$ cat config.mk
export PLATFORM = sky130hd
export DESIGN_NAME = clk_fail_detect
export DESIGN_NICKNAME = d
export VERILOG_FILES = /design/src/rtl/cfd_pkg.sv /design/src/rtl/cfd_edge_sync.sv /design/src/rtl/cfd_interval_timer.sv /design/src/rtl/cfd_window_judge.sv /design/src/rtl/cfd_test_ctrl.sv /design/src/rtl/cfd_response.sv /design/src/rtl/clk_fail_detect.sv
export SDC_FILE = /design/constraint.sdc
export NUM_CORES = 1
export LEC_CHECK = 0
export ABC_CLOCK_PERIOD_IN_PS = 3300
export BUFFER_PORTS_ARGS = -buffer_cell sky130_fd_sc_hd__clkbuf_2
export CAP_MARGIN = 20
export CORE_AREA = 2 2 39 41
export CTS_BUF_LIST = sky130_fd_sc_hd__clkbuf_8 sky130_fd_sc_hd__clkbuf_16
export DETAILED_ROUTE_END_ITERATION = 8
export DIE_AREA = 0 0 41 43
export PLACE_DENSITY_LB_ADDON = 0.12
export SLEW_MARGIN = 20
export SYNTH_ARGS = -nofsm -noshare
export SYNTH_HDL_FRONTEND = slang
export SYNTH_HIERARCHICAL = 1
export SYNTH_SLANG_ARGS = --single-unit
$ cat constraint.sdc
create_clock -name clk_ref -period 3.3 [get_ports clk_ref]
set_input_delay 0.33 -clock clk_ref [delete_from_list [all_inputs] [get_ports clk_ref]]
set_output_delay 0.33 -clock clk_ref [all_outputs]
set_load 0.01 [all_outputs]
$ cat src/rtl/cfd_pkg.sv
`timescale 1ns/1ps
package cfd_pkg;

  // main clock source encoding (field decoded by the response logic)
  typedef enum logic [1:0] {
    MSRC_INT_HF  = 2'd0,
    MSRC_XTAL    = 2'd1,
    MSRC_EXT_IN  = 2'd2,
    MSRC_LOWPWR  = 2'd3
  } main_src_e;

  typedef enum logic [1:0] {
    ACT_FLAG_ONLY  = 2'd0,
    ACT_FALLBACK   = 2'd1,
    ACT_MCHK_RESET = 2'd2
  } fail_action_e;

  typedef enum logic [1:0] {
    TST_IDLE  = 2'd0,
    TST_ARMED = 2'd1,
    TST_BLANK = 2'd2
  } test_state_e;

  // the main clock is fed from outside the chip
  function automatic logic main_is_external(input logic [1:0] msrc);
    return (msrc == MSRC_XTAL) || (msrc == MSRC_EXT_IN);
  endfunction

  // response chosen on a detected failure
  function automatic fail_action_e pick_action(input logic watch_main,
                                               input logic [1:0] msrc);
    fail_action_e act;
    if (!watch_main)                 act = ACT_FLAG_ONLY;
    else if (main_is_external(msrc)) act = ACT_FALLBACK;
    else                             act = ACT_MCHK_RESET;
    return act;
  endfunction

  // width of a counter that spans n states
  function automatic int cnt_width(input int n);
    return (n <= 2) ? 1 : $clog2(n);
  endfunction

endpackage

$ cat src/rtl/cfd_edge_sync.sv
`timescale 1ns/1ps
module cfd_edge_sync #(
  parameter int STAGES = 2
) (
  input  logic clk,
  input  logic rst_n,
  input  logic async_in,
  output logic rise_pls
);
  localparam int NS = (STAGES < 2) ? 2 : STAGES;

  logic [NS-1:0] chain;
  logic          last_q;

  for (genvar i = 0; i < NS; i++) begin : g_stage
    if (i == 0) begin : g_first
      always_ff @(posedge clk or negedge rst_n) begin
        if (!rst_n) chain[i] <= 1'b0;
        else        chain[i] <= async_in;
      end
    end else begin : g_next
      always_ff @(posedge clk or negedge rst_n) begin
        if (!rst_n) chain[i] <= 1'b0;
        else        chain[i] <= chain[i-1];
      end
    end
  end

  always_ff @(posedge clk or negedge rst_n) begin
    if (!rst_n) last_q <= 1'b0;
    else        last_q <= chain[NS-1];
  end

  assign rise_pls = chain[NS-1] & ~last_q;

endmodule

$ cat src/rtl/cfd_interval_timer.sv
`timescale 1ns/1ps
module cfd_interval_timer #(
  parameter int INTERVAL_CYC = 32
) (
  input  logic clk,
  input  logic rst_n,
  output logic interval_end
);
  import cfd_pkg::*;

  localparam int CW = cnt_width(INTERVAL_CYC);
  localparam logic [CW-1:0] LAST = CW'(INTERVAL_CYC - 1);

  logic [CW-1:0] cnt_q;

  assign interval_end = (cnt_q == LAST);

  always_ff @(posedge clk or negedge rst_n) begin
    if (!rst_n)            cnt_q <= '0;
    else if (interval_end) cnt_q <= '0;
    else                   cnt_q <= cnt_q + 1'b1;
  end

endmodule

$ cat src/rtl/cfd_window_judge.sv
`timescale 1ns/1ps
module cfd_window_judge (
  input  logic clk,
  input  logic rst_n,
  input  logic edge_pls,
  input  logic blank,
  input  logic interval_end,
  output logic edge_counted,
  output logic seen_q,
  output logic fail_det
);

  assign edge_counted = edge_pls & ~blank;
  assign fail_det     = interval_end & ~(seen_q | edge_counted);

  always_ff @(posedge clk or negedge rst_n) begin
    if (!rst_n)            seen_q <= 1'b0;
    else if (interval_end) seen_q <= 1'b0;
    else if (edge_counted) seen_q <= 1'b1;
  end

endmodule

$ cat src/rtl/cfd_test_ctrl.sv
`timescale 1ns/1ps
module cfd_test_ctrl (
  input  logic clk,
  input  logic rst_n,
  input  logic test_wr,
  input  logic interval_end,
  output logic busy,
  output logic blank
);
  import cfd_pkg::*;

  test_state_e st_q, st_d;

  always_comb begin
    st_d = st_q;
    unique case (st_q)
      TST_IDLE:  if (test_wr)      st_d = interval_end ? TST_BLANK : TST_ARMED;
      TST_ARMED: if (interval_end) st_d = TST_BLANK;
      TST_BLANK: if (interval_end) st_d = TST_IDLE;
      default:                     st_d = TST_IDLE;
    endcase
  end

  always_ff @(posedge clk or negedge rst_n) begin
    if (!rst_n) st_q <= TST_IDLE;
    else        st_q <= st_d;
  end

  assign busy  = (st_q != TST_IDLE);
  assign blank = (st_q == TST_BLANK);

endmodule

$ cat src/rtl/cfd_response.sv
`timescale 1ns/1ps
module cfd_response (
  input  logic       clk,
  input  logic       rst_n,
  input  logic       fail_det,
  input  logic       watch_main,
  input  logic [1:0] main_src,
  input  logic       flag_clr,
  output logic       fail_flag,
  output logic       err_report,
  output logic       switch_req,
  output logic       reset_req
);
  import cfd_pkg::*;

  fail_action_e act;
  assign act = pick_action(watch_main, main_src);

  always_ff @(posedge clk or negedge rst_n) begin
    if (!rst_n) begin
      fail_flag  <= 1'b0;
      err_report <= 1'b0;
      switch_req <= 1'b0;
      reset_req  <= 1'b0;
    end else begin
      err_report <= fail_det;
      switch_req <= fail_det && (act == ACT_FALLBACK);
      reset_req  <= fail_det && (act == ACT_MCHK_RESET);
      if (fail_det)      fail_flag <= 1'b1;
      else if (flag_clr) fail_flag <= 1'b0;
    end
  end

endmodule

$ cat src/rtl/clk_fail_detect.sv
`timescale 1ns/1ps
module clk_fail_detect #(
  parameter int INTERVAL_CYC = 32,
  parameter int SYNC_STAGES  = 2,
  parameter int SRC_W        = 2
) (
  input  logic             clk_ref,
  input  logic             rst_n,
  input  logic             mon_clk,
  input  logic [SRC_W-1:0] src_sel,
  input  logic [1:0]       main_src,
  input  logic             test_wr,
  input  logic             flag_clr,
  output logic             fail_flag,
  output logic             test_busy,
  output logic             err_report,
  output logic             switch_req,
  output logic             reset_req,
  output logic             mclk_stop_req
);

  // named internal events, also watched by the checker
  logic edge_pls;
  logic edge_counted;
  logic seen_q;
  logic interval_end;
  logic fail_det;
  logic blank;
  logic watch_main;

  assign watch_main = (src_sel == '0);

  cfd_edge_sync #(.STAGES(SYNC_STAGES)) u_sync (
    .clk      (clk_ref),
    .rst_n    (rst_n),
    .async_in (mon_clk),
    .rise_pls (edge_pls)
  );

  cfd_interval_timer #(.INTERVAL_CYC(INTERVAL_CYC)) u_timer (
    .clk          (clk_ref),
    .rst_n        (rst_n),
    .interval_end (interval_end)
  );

  cfd_test_ctrl u_test (
    .clk          (clk_ref),
    .rst_n        (rst_n),
    .test_wr      (test_wr),
    .interval_end (interval_end),
    .busy         (test_busy),
    .blank        (blank)
  );

  cfd_window_judge u_judge (
    .clk          (clk_ref),
    .rst_n        (rst_n),
    .edge_pls     (edge_pls),
    .blank        (blank),
    .interval_end (interval_end),
    .edge_counted (edge_counted),
    .seen_q       (seen_q),
    .fail_det     (fail_det)
  );

  cfd_response u_resp (
    .clk        (clk_ref),
    .rst_n      (rst_n),
    .fail_det   (fail_det),
    .watch_main (watch_main),
    .main_src   (main_src),
    .flag_clr   (flag_clr),
    .fail_flag  (fail_flag),
    .err_report (err_report),
    .switch_req (switch_req),
    .reset_req  (reset_req)
  );

  // an injected fault on the main clock asks for a clean stop of it
  assign mclk_stop_req = blank & watch_main;

endmodule

# == Yosys cells after proc, flatten, opt, wreduce, memory -nomap -nowiden ==
# Cells that the tools add are included.
# totals
output_inout_bits,6
reg_bits,15
in_bits,9
elab_cells,50
# op_classes
n_eq_ne,10
bitwise,8
add_sub_neg,1
reduce_logical,9
n_mux,12
# op_table
op,n
2-bit two-way mux,6
"2-bit by 1-bit equality test with 1-bit output, second input constant",3
"2-bit equality test, second input constant",3
2-bit one-hot mux with 3 select lines,1
2-bit nonzero test,3
"5-bit by 1-bit adder with 5-bit output, second input constant",1
"5-bit equality test, second input constant",1
5-bit two-way mux,1
1-bit AND,4
2-bit logical NOT,2
1-bit two-way mux,4
"2-bit by 1-bit != test with 1-bit output, second input constant",2
1-bit inverter,3
3-bit AND reduction,1
1-bit logical AND,2
"2-bit != test, second input constant",1
1-bit logical OR,1
1-bit bitwise OR,1

# == Depth between registers and ports, before layout ==
# logic_depth
word_depth,7
mapped_depth,6
mapped_depth_nobuf,6

# == By module ==
# The synthesis kept the hierarchy.
# by_module_without_submodules
module,instances,cells_per_inst,area_per_inst_um2,seq_area_each_um2
cfd_interval_timer,1,15,209.0,125.1
cfd_response,1,10,133.9,100.1
cfd_test_ctrl,1,9,91.3,50.0
cfd_edge_sync,1,4,88.8,75.1
cfd_window_judge,1,4,61.3,25.0
clk_fail_detect,1,2,16.3,0.0

# == Least setup slack after synthesis ==
# OpenSTA, ideal clock, no wires.
# synth_timing
path_type,register to register
from,reg u_timer.cnt_q[0]
to,reg u_resp.fail_flag
path_buffers,0
t_required_ns,3.182
arrival_time_ns,1.374
path_stages_with_launch,6
setup_slack_ns,1.808
cell_sequence,dfrtp_1 ha_1 and3_2 ha_1 nor3b_2 a21o_1
# synth_via
elab_chain_cells,3
# synth_rtl
element,line,text
"start, declared",cfd_interval_timer.sv:14,logic [CW-1:0] cnt_q;
"start signal, assigned",cfd_interval_timer.sv:21,else cnt_q <= cnt_q + 1'b1;
5-bit equality test (*),cfd_interval_timer.sv:16,assign interval_end = (cnt_q == LAST);
net interval_end,clk_fail_detect.sv:26,logic interval_end;
1-bit AND (*),cfd_window_judge.sv:14,assign fail_det = interval_end & ~(seen_q | edge_counted);
net fail_det,clk_fail_detect.sv:27,logic fail_det;
1-bit two-way mux or 2-bit nonzero test (tied branches),n/a,
"end signal, assigned",cfd_response.sv:21,fail_flag <= 1'b0;
"end signal, assigned",cfd_response.sv:29,if (fail_det) fail_flag <= 1'b1;
"end signal, assigned",cfd_response.sv:30,else if (flag_clr) fail_flag <= 1'b0;
"end, declared",cfd_response.sv:9,"output logic fail_flag,"
# The timed path passes the listed nets; every way through them passes the cells marked *.
# A chain may end at the register's enable or synchronous reset.

# == Worst setup path after layout ==
# layout_timing
from,reg u_timer.cnt_q[0]
to,reg u_resp.reset_req
# layout_via
elab_chain_cells,3
# layout_rtl
element,line,text
5-bit equality test,cfd_interval_timer.sv:16,
net interval_end,clk_fail_detect.sv:26,
1-bit AND,cfd_window_judge.sv:14,
net fail_det,clk_fail_detect.sv:27,
1-bit logical AND,cfd_response.sv:28,reset_req <= fail_det && (act == ACT_MCHK_RESET);
"end signal, assigned",cfd_response.sv:28,
"end, declared",cfd_response.sv:12,output logic reset_req
# The timed path passes the listed nets, and every way through them passes these cells.

==> impl_metrics.json <==
{
  "slew_violations": 0,
  "fp.coreArea_um2": 1380,
  "final_nets": 75,
  "crit_chain": "ha_1 > and3_2 > ha_1 > nor3b_2 > and3_1",
  "ant_nets": 0,
  "cap_violations": 0,
  "async_reset_ff_share_pct": 100,
  "slowest_delay_ps": 380,
  "critPathLaunchType": "flop",
  "cts-buffers-inserted": 3,
  "boundaryPins": 15,
  "cp-endpoint": "u_resp/reset_req$_DFF_PN0_",
  "place.gp.congestion": 0.632,
  "cp.arrival_ps": 1790,
  "synth_edf_count": 0,
  "yosys.area.top_type_share_pct": 62.5,
  "finalSetupViolCount": 0,
  "finalHoldViolCount": 0,
  "design_area_um2": 746,
  "grt_usage_pct": 13.0,
  "synth_area_leaders": "dfrtp_1, nor2b_4, ha_1",
  "syn_inst": 44,
  "vdd_ir_drop_max_mv": 0.273,
  "crit_buf_inv": 0,
  "yosysTopAreaCell": "dfrtp_1",
  "hp-start": "mon_clk",
  "setup-tns-final_ps": 0,
  "ctsResizeCount": 0,
  "via_count": 366,
  "reg2regPathDepth": 5,
  "rr_endpoint": "u_resp/reset_req$_DFF_PN0_",
  "worst_slew_pin_slew_ps": 371,
  "vias_per_cell": 4.63,
  "period_share_pct": 48.7,
  "root_buffer": "clkbuf_8",
  "crit_path_frequent_cell": "ha_1",
  "slowest_stage": "dfrtp_1",
  "fill_cells": 125,
  "drc": 0,
  "ctsHtreeMaxLevel": 1,
  "clock_path_buffers": 2,
  "ys_seq_elements": 15,
  "firstDrtPassIters": 5,
  "ys_types": 20,
  "min_path_type": "in2reg",
  "start_util_pct": 43.4,
  "yosysWarnings": 6,
  "critPathCaptureType": "flop",
  "syn_area_um2": 601,
  "wl_um": 854,
  "final_cells": 79,
  "yosysMostFrequentCell": "dfrtp_1",
  "status": "finished clean",
  "synth_common_cells": "dfrtp_1, nor2_1",
  "clock_sinks": 15,
  "grt_first_pass_wirelength_um": 1460,
  "synth-main-ff-cell": "dfrtp_1",
  "reg2reg_from": "u_timer/cnt_q[0]$_DFF_PN0_",
  "cts_tree": "built",
  "clock.fmax_ghz": 0.622,
  "critPathRequiredTime_ps": 3480,
  "ys_seq_area_share_pct": 62.5,
  "die-area_um2": 1760,
  "skew_ps": 2.72,
  "die_x_um": 41,
  "reg2reg_slack_ps": 1690,
  "min_period_ps": 1610,
  "avgRoutedWirePerCell_um": 10.8,
  "drive_above_1_share_pct": 41.3,
  "area.growth.synth_to_final_pct": 24.2,
  "cp.depth": 5,
  "post-cts-setup-buffer-count": 0,
  "crit_family": "simple AND/OR/NAND/NOR gates",
  "core.rowCount": 14,
  "power_leakage_nw": 0.390,
  "path_clk_slew_ps": 60,
  "postSynthNetCount": 55,
  "dp_hpwl_um": 632,
  "insertion_delay_ps": 240,
  "slew_headroom_pct": 75.3,
  "antenna_found_initial": 0,
  "place_area_um2": 691,
  "die_h_um": 43,
  "crit_type": "reg2reg",
  "rsz0062_at_grt": "false",
  "crit_start": "u_timer/cnt_q[0]$_DFF_PN0_",
  "worstPathMaxFanout": 9,
  "drt-initial-drc-count": 2,
  "dpl.cell_count": 74,
  "grt_max_degree": 16,
  "grt_pass1_vias": 379,
  "grt_overflow": 0,
  "power.density_nw_per_um2": 458,
  "portBuffers": 14,
  "avgSynthCellArea_um2": 13.6,
  "diodes": 0
}
repair_timing:
action	4_1_cts	5_1_grt
setup endpoints to repair	0	0
hold buffers	1	0
endpoints found under the hold margin	7	0
worst reg2reg max path, stage by stage, from the launching register on:
cell     delay [ps]
dfrtp_1         380
ha_1            190
and3_2          180
ha_1            310
nor3b_2         300
and3_1          180
flip-flops by register name, summed over array words and instances (netlist names):
name               flops
u_test/st_q            2
u_resp/err_report      1
u_sync/last_q          1
u_resp/fail_flag       1
u_judge/seen_q         1
u_timer/cnt_q          5
u_resp/switch_req      1
u_resp/reset_req       1
u_sync/chain           2
metrics by stage:
stage | hold WS, ps | power, mW | setup slack, ps | utilization [%]
global placement | 262 | 0.204 | 1740 | 49.9
global route | 186 | 0.360 | 1520 | 53.9
floorplan | 34.4 | 0.195 | 1810 | -
CTS | 188 | 0.349 | 1660 | 53.9
detailed placement | 261 | 0.204 | 1680 | 49.9
finish | 194 | 0.342 | 1690 | 53.9
how the worst min path moves through the flow:
stage,endpoint,depth (start not counted)
6_report,u_sync/chain[0]$_DFF_PN0_,1
5_1_grt,u_sync/chain[0]$_DFF_PN0_,1
4_1_cts,u_sync/chain[0]$_DFF_PN0_,1
3_5_place_dp,u_timer/cnt_q[3]$_DFF_PN0_,1
3_3_place_gp,u_timer/cnt_q[4]$_DFF_PN0_,1
2_1_floorplan,u_judge/seen_q$_DFFE_PN0P_,0
cell type report:
type | instances | area (um2) | area share (%)
Sequential cell | 15 | 375 | 50.3
Tap cell | 16 | 20.0 | 2.68
Clock inverter | 1 | 3.75 | 0.503
Inverter | 2 | 7.51 | 1.01
Multi-Input combinational cell | 27 | 218 | 29.2
Timing Repair Buffer | 15 | 80.1 | 10.7
Clock buffer | 3 | 41.3 | 5.54
metal layers:
| metal | global-route usage (%) | wire length [um] | vias to the layer above |
|---|---|---|---|
| met5 | 0 | 0 | - |
| met4 | 10.0 | 4 | 0 |
| met3 | 4.71 | 45 | 2 |
| met2 | 18.8 | 412 | 10 |
| met1 | 14.8 | 392 | 172 |
| li1 | - | - | 182 |
power by group:
part,switching [mW],internal [mW]
combinational,0.00723,0.00746
sequential,0.000958,0.186
clock,0.0579,0.0821
total,0.0660,0.276
cell usage in the layout, fill, tap and decap left out:
cell type and instances:
dfrtp_1 15, clkbuf_2 14, nor2_1 6, clkbuf_8 3, inv_1 3, nor3b_2 2
nor2b_4 2, xnor2_1 2, ha_1 2, dlygate4sd3_1 1, o21ba_1 1, nand2_1 1
and3_1 1, a21o_1 1, or2_2 1, nor2b_2 1, nor3_1 1, o21ai_1 1
o2bb2ai_1 1, and3_2 1, nor2b_1 1, nand3_2 1, mux2_4 1
kinds of logic (layout without fill, tap and decap cells):
group                      after synthesis  count (layout)  share of synthesized area, %
buffers and inverters                    2              21                          1.25
muxes                                    1               1                          2.50
xor gates and xnor gates                 2               2                          2.92
AOI/OAI and AO/OA                        4               4                          5.21
adders and majority gates                2               2                          4.17
and+or+nand+nor                         18              18                          21.5
DFF                                     15              15                          62.5
No activity file was read; power rests on OpenSTA's default activity.
